--- src/rtl/ptt_pkg.sv ---
package ptt_pkg;
   typedef enum logic [1:0] {
      SEL_RELOAD  = 2'd0,
      SEL_COMPARE = 2'd1,
      SEL_COUNTER = 2'd2,
      SEL_CONTROL = 2'd3
   } ptt_sel_e;

   // control word bit positions
   localparam int CB_RUN   = 0;
   localparam int CB_INV   = 1;
   localparam int CB_KEEP  = 2;
   localparam int CB_DIVEN = 3;
   localparam int CB_RATIO = 4;
endpackage

--- src/rtl/ptt_regs.sv ---
module ptt_regs
   import ptt_pkg::*;
#(
   parameter int CNT_W = 32,
   parameter int PRE_W = 3
) (
   input  logic             clk,
   input  logic             rst_n,
   input  logic             wr_en,
   input  logic [1:0]       wr_sel,
   input  logic [CNT_W-1:0] wr_data,
   output logic [CNT_W-1:0] reload_q,
   output logic [CNT_W-1:0] compare_q,
   output logic             cnt_wr,
   output logic             start_pre,
   output logic             running,
   output logic             inv_q,
   output logic             diven_q,
   output logic [PRE_W-1:0] ratio_q,
   output logic             wr_err
);
   logic cfg_ok;
   logic is_ctl;

   assign cfg_ok    = wr_en && !running;
   assign is_ctl    = (wr_sel == SEL_CONTROL);
   assign cnt_wr    = cfg_ok && (wr_sel == SEL_COUNTER);
   assign start_pre = cfg_ok && is_ctl && wr_data[CB_RUN] && !wr_data[CB_KEEP];

   always_ff @(posedge clk or negedge rst_n) begin
      if (!rst_n) begin
         reload_q  <= '0;
         compare_q <= '0;
         running   <= 1'b0;
         inv_q     <= 1'b0;
         diven_q   <= 1'b0;
         ratio_q   <= '0;
         wr_err    <= 1'b0;
      end else begin
         wr_err <= wr_en && running && !is_ctl;
         if (cfg_ok && wr_sel == SEL_RELOAD)  reload_q  <= wr_data;
         if (cfg_ok && wr_sel == SEL_COMPARE) compare_q <= wr_data;
         if (wr_en && is_ctl) begin
            running <= wr_data[CB_RUN];
            if (!running) begin
               inv_q   <= wr_data[CB_INV];
               diven_q <= wr_data[CB_DIVEN];
               ratio_q <= wr_data[CB_RATIO +: PRE_W];
            end
         end
      end
   end

   // a reload write while running leaves the register untouched
   assert_ignore_reload_R6: assert property (@(posedge clk) disable iff (!rst_n)
      (wr_en && running && wr_sel == SEL_RELOAD) |=> $stable(reload_q));
   // an error pulse only follows a cycle in which the timer ran
   assert_err_when_running_R6: assert property (@(posedge clk) disable iff (!rst_n)
      wr_err |-> $past(running));
   // writes while stopped never raise the error
   assert_no_err_stopped_R6: assert property (@(posedge clk) disable iff (!rst_n)
      (wr_en && !running) |=> !wr_err);
endmodule

--- src/rtl/ptt_prescale.sv ---
module ptt_prescale #(
   parameter int PRE_W        = 3,
   parameter bit HAS_PRESCALE = 1'b1
) (
   input  logic             clk,
   input  logic             rst_n,
   input  logic             run,
   input  logic             fclk_en,
   input  logic             diven,
   input  logic [PRE_W-1:0] ratio,
   output logic             tick
);
   localparam int DIV_W = 1 << PRE_W;

   generate
      if (HAS_PRESCALE) begin : g_div
         logic [DIV_W-1:0] divcnt;
         logic [DIV_W-1:0] lim;
         logic             at_lim;

         always_comb lim = ~({DIV_W{1'b1}} << (int'(ratio) + 1));
         assign at_lim = (divcnt == lim);
         assign tick   = run && fclk_en && (!diven || at_lim);

         always_ff @(posedge clk or negedge rst_n) begin
            if (!rst_n)       divcnt <= '0;
            else if (!run)    divcnt <= '0;
            else if (fclk_en) divcnt <= at_lim ? '0 : divcnt + 1'b1;
         end

         // a divided step restarts the divider
         assert_div_wrap_R7: assert property (@(posedge clk) disable iff (!rst_n)
            (run && diven && tick) |=> (divcnt == '0));
         // the divider is idle while the timer is stopped
         assert_div_idle_R7: assert property (@(posedge clk) disable iff (!rst_n)
            !run |=> (divcnt == '0));
      end else begin : g_nodiv
         logic unused_cfg;
         assign unused_cfg = diven ^ (^ratio) ^ clk ^ rst_n;
         assign tick = run && fclk_en;
      end
   endgenerate
endmodule

--- src/rtl/ptt_core.sv ---
module ptt_core #(
   parameter int CNT_W = 32
) (
   input  logic             clk,
   input  logic             rst_n,
   input  logic             running,
   input  logic             tick,
   input  logic             cnt_wr,
   input  logic [CNT_W-1:0] cnt_wdata,
   input  logic             start_pre,
   input  logic [CNT_W-1:0] reload_q,
   input  logic [CNT_W-1:0] compare_q,
   input  logic             inv_q,
   output logic             pwm_out
);
   localparam logic [CNT_W-1:0] CNT_TOP = '1;
   localparam logic [CNT_W-1:0] CNT_PRE = CNT_TOP - 1'b1;

   logic [CNT_W-1:0] cnt;
   logic             active;
   logic             wrap;
   logic             hit;

   assign wrap = tick && (cnt == CNT_TOP);
   assign hit  = tick && (cnt == compare_q);

   always_ff @(posedge clk or negedge rst_n) begin
      if (!rst_n)         cnt <= '0;
      else if (cnt_wr)    cnt <= cnt_wdata;
      else if (start_pre) cnt <= CNT_PRE;
      else if (tick)      cnt <= wrap ? reload_q : cnt + 1'b1;
   end

   always_ff @(posedge clk or negedge rst_n) begin
      if (!rst_n)        active <= 1'b0;
      else if (!running) active <= 1'b0;
      else if (wrap)     active <= 1'b1;
      else if (hit)      active <= 1'b0;
   end

   assign pwm_out = (running && active) ^ inv_q;

   // wrap at the ceiling picks up the reload value
   assert_reload_R1: assert property (@(posedge clk) disable iff (!rst_n)
      (tick && cnt == CNT_TOP) |=> (cnt == $past(reload_q)));
   // ordinary counting steps advance by one
   assert_step_R1: assert property (@(posedge clk) disable iff (!rst_n)
      (tick && cnt != CNT_TOP) |=> (cnt == $past(cnt) + 1'b1));
   // output goes active on each wrap
   assert_active_on_wrap_R2: assert property (@(posedge clk) disable iff (!rst_n)
      (running && tick && cnt == CNT_TOP) |=> active);
   // start preloads one below the ceiling
   assert_preload_R3: assert property (@(posedge clk) disable iff (!rst_n)
      start_pre |=> (cnt == CNT_PRE));
   // counter holds while stopped
   assert_hold_stopped_R5: assert property (@(posedge clk) disable iff (!rst_n)
      (!running && !cnt_wr && !start_pre) |=> $stable(cnt));
endmodule

--- src/rtl/pwm_toggle_timer.sv ---
module pwm_toggle_timer #(
   parameter int CNT_W        = 32,
   parameter int PRE_W        = 3,
   parameter bit HAS_PRESCALE = 1'b1
) (
   input  logic             clk,
   input  logic             rst_n,
   input  logic             fclk_en,
   input  logic             wr_en,
   input  logic [1:0]       wr_sel,
   input  logic [CNT_W-1:0] wr_data,
   output logic             pwm_out,
   output logic             wr_err
);
   generate
      if (CNT_W < ptt_pkg::CB_RATIO + PRE_W)
         $error("CNT_W too narrow to hold the control word");
      if (PRE_W < 1 || PRE_W > 4)
         $error("PRE_W must lie between 1 and 4");
   endgenerate

   logic [CNT_W-1:0] reload_q;
   logic [CNT_W-1:0] compare_q;
   logic             cnt_wr;
   logic             start_pre;
   logic             running;
   logic             inv_q;
   logic             diven_q;
   logic [PRE_W-1:0] ratio_q;
   logic             tick;

   ptt_regs #(.CNT_W(CNT_W), .PRE_W(PRE_W)) u_regs (
      .clk       (clk),
      .rst_n     (rst_n),
      .wr_en     (wr_en),
      .wr_sel    (wr_sel),
      .wr_data   (wr_data),
      .reload_q  (reload_q),
      .compare_q (compare_q),
      .cnt_wr    (cnt_wr),
      .start_pre (start_pre),
      .running   (running),
      .inv_q     (inv_q),
      .diven_q   (diven_q),
      .ratio_q   (ratio_q),
      .wr_err    (wr_err)
   );

   ptt_prescale #(.PRE_W(PRE_W), .HAS_PRESCALE(HAS_PRESCALE)) u_pre (
      .clk     (clk),
      .rst_n   (rst_n),
      .run     (running),
      .fclk_en (fclk_en),
      .diven   (diven_q),
      .ratio   (ratio_q),
      .tick    (tick)
   );

   ptt_core #(.CNT_W(CNT_W)) u_core (
      .clk       (clk),
      .rst_n     (rst_n),
      .running   (running),
      .tick      (tick),
      .cnt_wr    (cnt_wr),
      .cnt_wdata (wr_data),
      .start_pre (start_pre),
      .reload_q  (reload_q),
      .compare_q (compare_q),
      .inv_q     (inv_q),
      .pwm_out   (pwm_out)
   );

   // stopped output sits at the polarity level
   assert_idle_level_R4: assert property (@(posedge clk) disable iff (!rst_n)
      (wr_en && wr_sel == 2'd3 && !wr_data[0]) |=> (pwm_out == inv_q));
endmodule

--- config.mk ---
export PLATFORM = sky130hd
export DESIGN_NAME = pwm_toggle_timer
export DESIGN_NICKNAME = d
export VERILOG_FILES = /design/src/rtl/ptt_pkg.sv /design/src/rtl/ptt_regs.sv /design/src/rtl/ptt_prescale.sv /design/src/rtl/ptt_core.sv /design/src/rtl/pwm_toggle_timer.sv
export SDC_FILE = /design/constraint.sdc
export NUM_CORES = 1
export LEC_CHECK = 0
export BUFFER_PORTS_ARGS = -buffer_cell sky130_fd_sc_hd__buf_2
export CAP_MARGIN = 20
export CORE_MARGIN = 2
export CORE_UTILIZATION = 55
export CTS_BUF_LIST = sky130_fd_sc_hd__clkbuf_16
export CTS_CLUSTER_SIZE = 14
export DETAILED_ROUTE_END_ITERATION = 10
export PLACE_DENSITY = 0.73
export SETUP_SLACK_MARGIN = 0.05
export SYNTH_ARGS = -nofsm -noshare
export SYNTH_HDL_FRONTEND = slang
export SYNTH_SLANG_ARGS = --single-unit
--- constraint.sdc ---
create_clock -name clk -period 2.6 [get_ports clk]
set_clock_uncertainty 0.2 [all_clocks]
set_input_delay 0.26 -clock clk [delete_from_list [all_inputs] [get_ports clk]]
set_output_delay 0.26 -clock clk [all_outputs]
set_load 0.01 [all_outputs]
# [Word level (Yosys, flattened, before mapping)]
# Index checks and enable logic that the tools add are counted.
[word_totals] register_bits=112 output_inout_bits=2 elab_cells=58
[op_classes] add_sub_neg=3 eq_ne=8 shifts=1 muxes=10 n_bitwise=3 n_reduce_logical=23
[ops] op="two-way mux 32 bit" count=4
[ops] op="adder 32 x 1 -> 32 bit, second input constant" count=1
[ops] op="== test 32 bit" count=1
[ops] op="== test 32 bit, second input constant" count=1
[ops] op="left shift 8 x 32 -> 8 bit, first input constant" count=1
[ops] op="two-way mux 8 bit" count=3
[ops] op="logical AND 1 bit" count=15
[ops] op="adder 8 x 1 -> 8 bit, second input constant" count=1
[ops] op="== test 8 bit" count=1
[ops] op="inverter 8 bit" count=1
[ops] op="adder 3 x 1 -> 4 bit, second input constant" count=1
[ops] op="== test 2 bit, second input constant" count=2
[ops] op="zero test 1 bit" count=4
[ops] op="two-way mux 1 bit" count=3
[ops] op="!= test 3 x 1 -> 1 bit, second input constant" count=1
[ops] op="nonzero test 3 bit" count=1
[ops] op="== test 2 x 1 -> 1 bit, second input constant" count=1
[ops] op="zero test 2 bit" count=1
[ops] op="!= test 2 bit, second input constant" count=1
[ops] op="AND reduction 2 bit" count=1
[ops] op="logical OR 1 bit" count=1
[ops] op="inverter 1 bit" count=1
[ops] op="XOR 1 bit" count=1

# [Logic depth before layout (Yosys ltp)]
[logic_depth] ltp_word=11 depth_mapped=10

# [By module]
# A second synthesis with hierarchy kept.
[unflattened] cells_unflattened=594 hier_area_um2=6402.4
[modules_own_cells] mod="ptt_regs" n_inst=1 cells_each=156 area_each_um2=2832.7 seq_area_each_um2=1776.7
[modules_own_cells] mod="ptt_core" n_inst=1 cells_each=340 area_each_um2=2727.6 seq_area_each_um2=825.8
[modules_own_cells] mod="ptt_prescale" n_inst=1 cells_each=98 area_each_um2=842.1 seq_area_each_um2=200.2

# [Worst setup path before layout]
# Ideal clock, no wire load.
[synth_timing] path_kind="reg-to-reg" from="register u_regs.ratio_q[1]" to="register u_core.cnt[20]" setup_time_ns=0.094 arrival_ns=2.574 t_required_ns=2.306 path_slack_ns=-0.268 stages_incl_launch_ff=11 path_buffers=1 synth_period_minus_slack_ns=2.868 path_cell_list="dfrtp_1 ha_1 ha_1 a311oi_2 nor3b_1 a211oi_1 o41a_1 o21ai_1 buf_2 nor2_1 a211oi_1"
[synth_via] elab_chain_len=11 elab_cells_between_ends=12
[synth_rtl] element="from (decl)" line_no="ptt_regs.sv:19" source="output logic [PRE_W-1:0] ratio_q,"
[synth_rtl] element="from (signal assigned)" line_no="ptt_regs.sv:48" source="ratio_q <= wr_data[CB_RATIO +: PRE_W];"
[synth_rtl] element="adder 3 x 1 -> 4 bit (*)" line_no="ptt_prescale.sv:21" source="always_comb lim = ~({DIV_W{1'b1}} << (int'(ratio) + 1));"
[synth_rtl] element="left shift 8 x 32 -> 8 bit (*)" line_no="ptt_prescale.sv:21"
[synth_rtl] element="inverter 8 bit (*)" line_no="ptt_prescale.sv:21"
[synth_rtl] element="== test 8 bit (*)" line_no="ptt_prescale.sv:22" source="assign at_lim = (divcnt == lim);"
[synth_rtl] element="logical OR 1 bit (*)" line_no="ptt_prescale.sv:23" source="assign tick = run && fclk_en && (!diven || at_lim);"
[synth_rtl] element="logical AND 1 bit (*)" line_no="ptt_prescale.sv:23"
[synth_rtl] element="logical AND 1 bit" line_no="ptt_core.sv:24" source="assign wrap = tick && (cnt == CNT_TOP);"
[synth_rtl] element="two-way mux 32 bit (2 in series)" line_no="ptt_core.sv:31" source="else if (tick) cnt <= wrap ? reload_q : cnt + 1'b1;"
[synth_rtl] element="two-way mux 32 bit" line_no="ptt_core.sv:30" source="else if (start_pre) cnt <= CNT_PRE;"
[synth_rtl] element="two-way mux 32 bit" line_no="ptt_core.sv:29" source="else if (cnt_wr) cnt <= cnt_wdata;"
[synth_rtl] element="to (signal assigned)" line_no="ptt_core.sv:29"
[synth_rtl] element="to (signal assigned)" line_no="ptt_core.sv:31"
[synth_rtl] element="to (decl)" line_no="ptt_core.sv:19" source="logic [CNT_W-1:0] cnt;"
# Mark *: on every way between the ends. The rest lies on a longest branch, timed or not. The select of a mux whose other input is x is not followed.
# A chain may end at the register's enable or synchronous reset.

# [Worst setup path in the final report]
[layout_timing] from="register u_regs.ratio_q[1]" to="register u_core.cnt[30]"
# Same word-level chain as after synthesis.

==> impl_metrics.yaml <==
layout:
  multi_input_area_mm2: 0.00316
  nFillCells: 848
  antenna_cells: 0
  drive_gt1_share_pct: 32.6
  nets: 701
  finish.utilization_pct: 68.8
  stdcell_area_mm2: 0.00739
  fin_cells: 802
  area_growth_pct: 22.8
  seq_area_mm2: 0.00280
job:
  cap_viol_max_count: 0
clock_network:
  cts_buffer_depth: 2
  cts_made_buffers: 9
  root_buffer: "clkbuf_16"
  worstSkewPairLatency_ns: 0.36
  cts_tree: "built"
  htree_num_levels: 3
  clkSinkCount: 112
  clkTransAtPathRegs_ns: 0.07
logic_synthesis:
  ys_warn_count: 0
  ys_seq_elements: 112
  synthDistinctLibCells: 60
  synth_area_mm2: 0.00602
  avgSynthCellArea_um2: 10.7
  synth_ff_type: "dfrtp_1"
  async_reset_ff_share_pct: 100
  synth_fp_nets: 603
  synth_seq_area_share_pct: 46.6
  synth_edf_count: 0
  syn_inst: 561
worst_setup_path:
  path_buf_inv: 2
  cp_max_fo: 4
  regToRegStartpoint: "u_regs.ratio_q[1]"
  cp_data_required_time_ns: 2.64
  crit_chain: "ha_4 > ha_4 > buf_6 > xnor2_1 > a31oi_1 > o22a_1 > o41a_1 > buf_4 > nor4_4 > mux2i_1 > a21oi_1"
  arrival_ns: 2.94
  cp_top_family: "compound AO/OA/AOI/OAI gates"
  worstSetupPathType: "reg -> reg"
  slowest_delay_ns: 0.53
  cp_slowest_cell: "o41a_1"
  cp_common_cell: "ha_4"
  timing.rr.end: "u_core.cnt[30]"
  reg2reg_depth: 11
  worstSetupPathDepth: 11
  worstSetupStartpointType: "flip-flop"
  r2r_slack_ns: -0.30
  cp-end-kind: "flip-flop"
placed_design:
  postPlaceCellArea_mm2: 0.00665
  numPortBuffers: 39
  place_inst: 752
  place.gp.congestion: 0.886
  dp_hpwl_um: 10600
drt:
  vias_per_cell: 6.05
  finalWirelength_um: 15500
  vias: 4850
  drtAntennaViolNets: 0
  drc_errors: 0
  drt-pass1-iter-count: 5
  drt_iter0_markers: 339
  wire_per_inst_um: 19.3
power_and_ir_drop:
  cellLeakagePower_nw: 3.05
  vdd_drop_max_v: 0.000568
  power.total_mw: 6.41
  p_per_area_mw_per_mm2: 867
die:
  initial_core_util_pct: 56.0
  die_w_um: 109
  die_h_um: 109
  coreArea_mm2: 0.0107
  ioPinCount: 40
  die-area_mm2: 0.0118
  fp-row-count: 38
sta:
  relSlewSlack_pct: 56.5
  setup_viol: 41
  fmax_mhz: 345
  worstMarginPinSlew_ns: 0.653
  whs_ns: 0.000475
  fin_ws_ns: -0.296
  drv_slew: 0
  fin_crit_sh_pct: 111
  period_minus_slack_ns: 2.90
  rsz0062_at_grt: "true"
  finalHoldViolCount: 0
status:
  violations: "negative setup slack"
  outcome: "finished with violations"
min_path:
  worstHoldPathCells: 2
  min_from: "wr_data[5]"
  worstHoldPathType: "in -> reg"
  min_to: "u_regs.reload_q[5]"
global_route:
  grt_pass1_vias: 4949
  antenna_found_initial: 0
  grt_pass1_wl_um: 25400
  grt_usage_pct: 28.6
  grt_max_degree: 48
  overflow: 0
-- synthesized netlist by cell type, drive strengths merged (2+ instances only) --
master    n  area, um^2
dfrtp   112        2800
mux2     67         754
nand2    49         184
xnor2    36         315
nor2     31         119
xor2     27         236
nand3    23         115
o21ai    23         115
a21oi    18        90.1
o221a    18         203
buf      16        97.6
inv      15        56.3
clkbuf   14        52.6
nor4     12        96.3
nand4    11        68.8
and3     10        62.6
o211ai    7        57.6
nor3      6        35.0
o221ai    6        52.6
o22ai     6        37.5
nor3b     5        48.8
a211oi    4        30.0
ha        4        50.1
nor2b     4        25.0
and4      3        26.3
nand2b    3        18.8
nor4bb    3        30.0
or2       3        21.3
a21o      2        15.0
a31oi     2        12.5
mux2i     2        20.0
o311ai    2        17.5
or3       2        12.5
-- layout by cell type, fill, tap and decap left out, drive strengths merged, types with 3 or more instances in the layout --
master / count
nor3b: 5
ha: 4
o22ai: 6
and3: 10
buf: 86
nor2b: 4
o211ai: 7
nor3: 6
and4: 3
nand4: 11
nand3: 23
nor4bb: 3
nand2: 49
nor4: 12
mux2: 67
xor2: 27
nor2: 31
o21ai: 23
o221a: 18
o221ai: 6
nand2b: 3
xnor2: 36
or2: 3
dlygate4sd3: 31
a211oi: 4
inv: 16
clkbuf: 9
dfrtp: 112
a21oi: 18
-- how the worst max path moves through the flow --
stage / from / end / slack (ns)
2_1_floorplan: u_regs.ratio_q[1] / u_core.cnt[20] / -0.06
3_3_place_gp: u_regs.ratio_q[1] / u_core.cnt[30] / -0.14
3_5_place_dp: u_regs.ratio_q[1] / u_core.cnt[20] / -0.33
4_1_cts: u_regs.ratio_q[1] / u_core.cnt[14] / -0.27
5_1_grt: u_regs.ratio_q[1] / u_core.cnt[16] / -0.42
6_report: u_regs.ratio_q[1] / u_core.cnt[30] / -0.30
-- where the power goes --
group | switching (mW) | total, mW | internal [mW]
Combinational | 1.11 | 2.31 | 1.21
Sequential | 0.504 | 2.75 | 2.25
Clock | 0.615 | 1.35 | 0.730
-- metrics by stage --
step / TNS [ns] / setup slack [ns]
2_1_floorplan: -1.24 / -0.0578
6_report: -9.15 / -0.296
4_1_cts: -7.59 / -0.267
3_3_place_gp: -2.87 / -0.144
3_5_place_dp: -7.47 / -0.326
5_1_grt: -13.15 / -0.416
-- logic make-up after synthesis --
kind of cell | Yosys count | share of synthesized area, %
fa+ha+maj | 5 | 0.998
xor+xnor | 63 | 9.17
buf+inv | 45 | 3.43
simple gates | 171 | 15.1
flops | 112 | 46.6
compound gates | 96 | 11.8
mux | 69 | 12.9
-- routing by layer --
| metal | vias to the layer above | global-route usage, % | wire length, um |
|---|---|---|---|
| li1 | 2230 | - | - |
| met1 | 2407 | 36.6 | 6450 |
| met2 | 176 | 46.6 | 7610 |
| met3 | 37 | 7.66 | 1050 |
| met4 | 0 | 10.7 | 364 |
| met5 | - | 0 | 0 |
-- final cells by class --
type / count / area share [%]
clock buffers: 9 / 3.05
multi-input cells: 404 / 42.8
repair buffers: 117 / 12.4
inverters: 15 / 0.762
well taps: 140 / 2.37
clock inverters: 5 / 0.694
flip-flops and latches: 112 / 37.9
-- state kept, by name (all words and copies together), names as in the netlist --
register	flops
u_pre.g_div.divcnt	8
u_core.cnt	32
u_regs.inv_q	1
u_regs.running	1
u_regs.reload_q	32
u_regs.compare_q	32
u_regs.wr_err	1
u_regs.diven_q	1
u_regs.ratio_q	3
u_core.active	1
-- repair_timing --
item | in CTS | in global routing
setup endpoints to repair | 40 | 41
hold buffers | 31 | 0
cloned | 1 | 0
hold endpoints to repair | 102 | 0
gates resized for setup | 17 | 11
setup buffers | 3 | 1
pin swaps | 3 | 3
(Power assumes the default switching activity.)
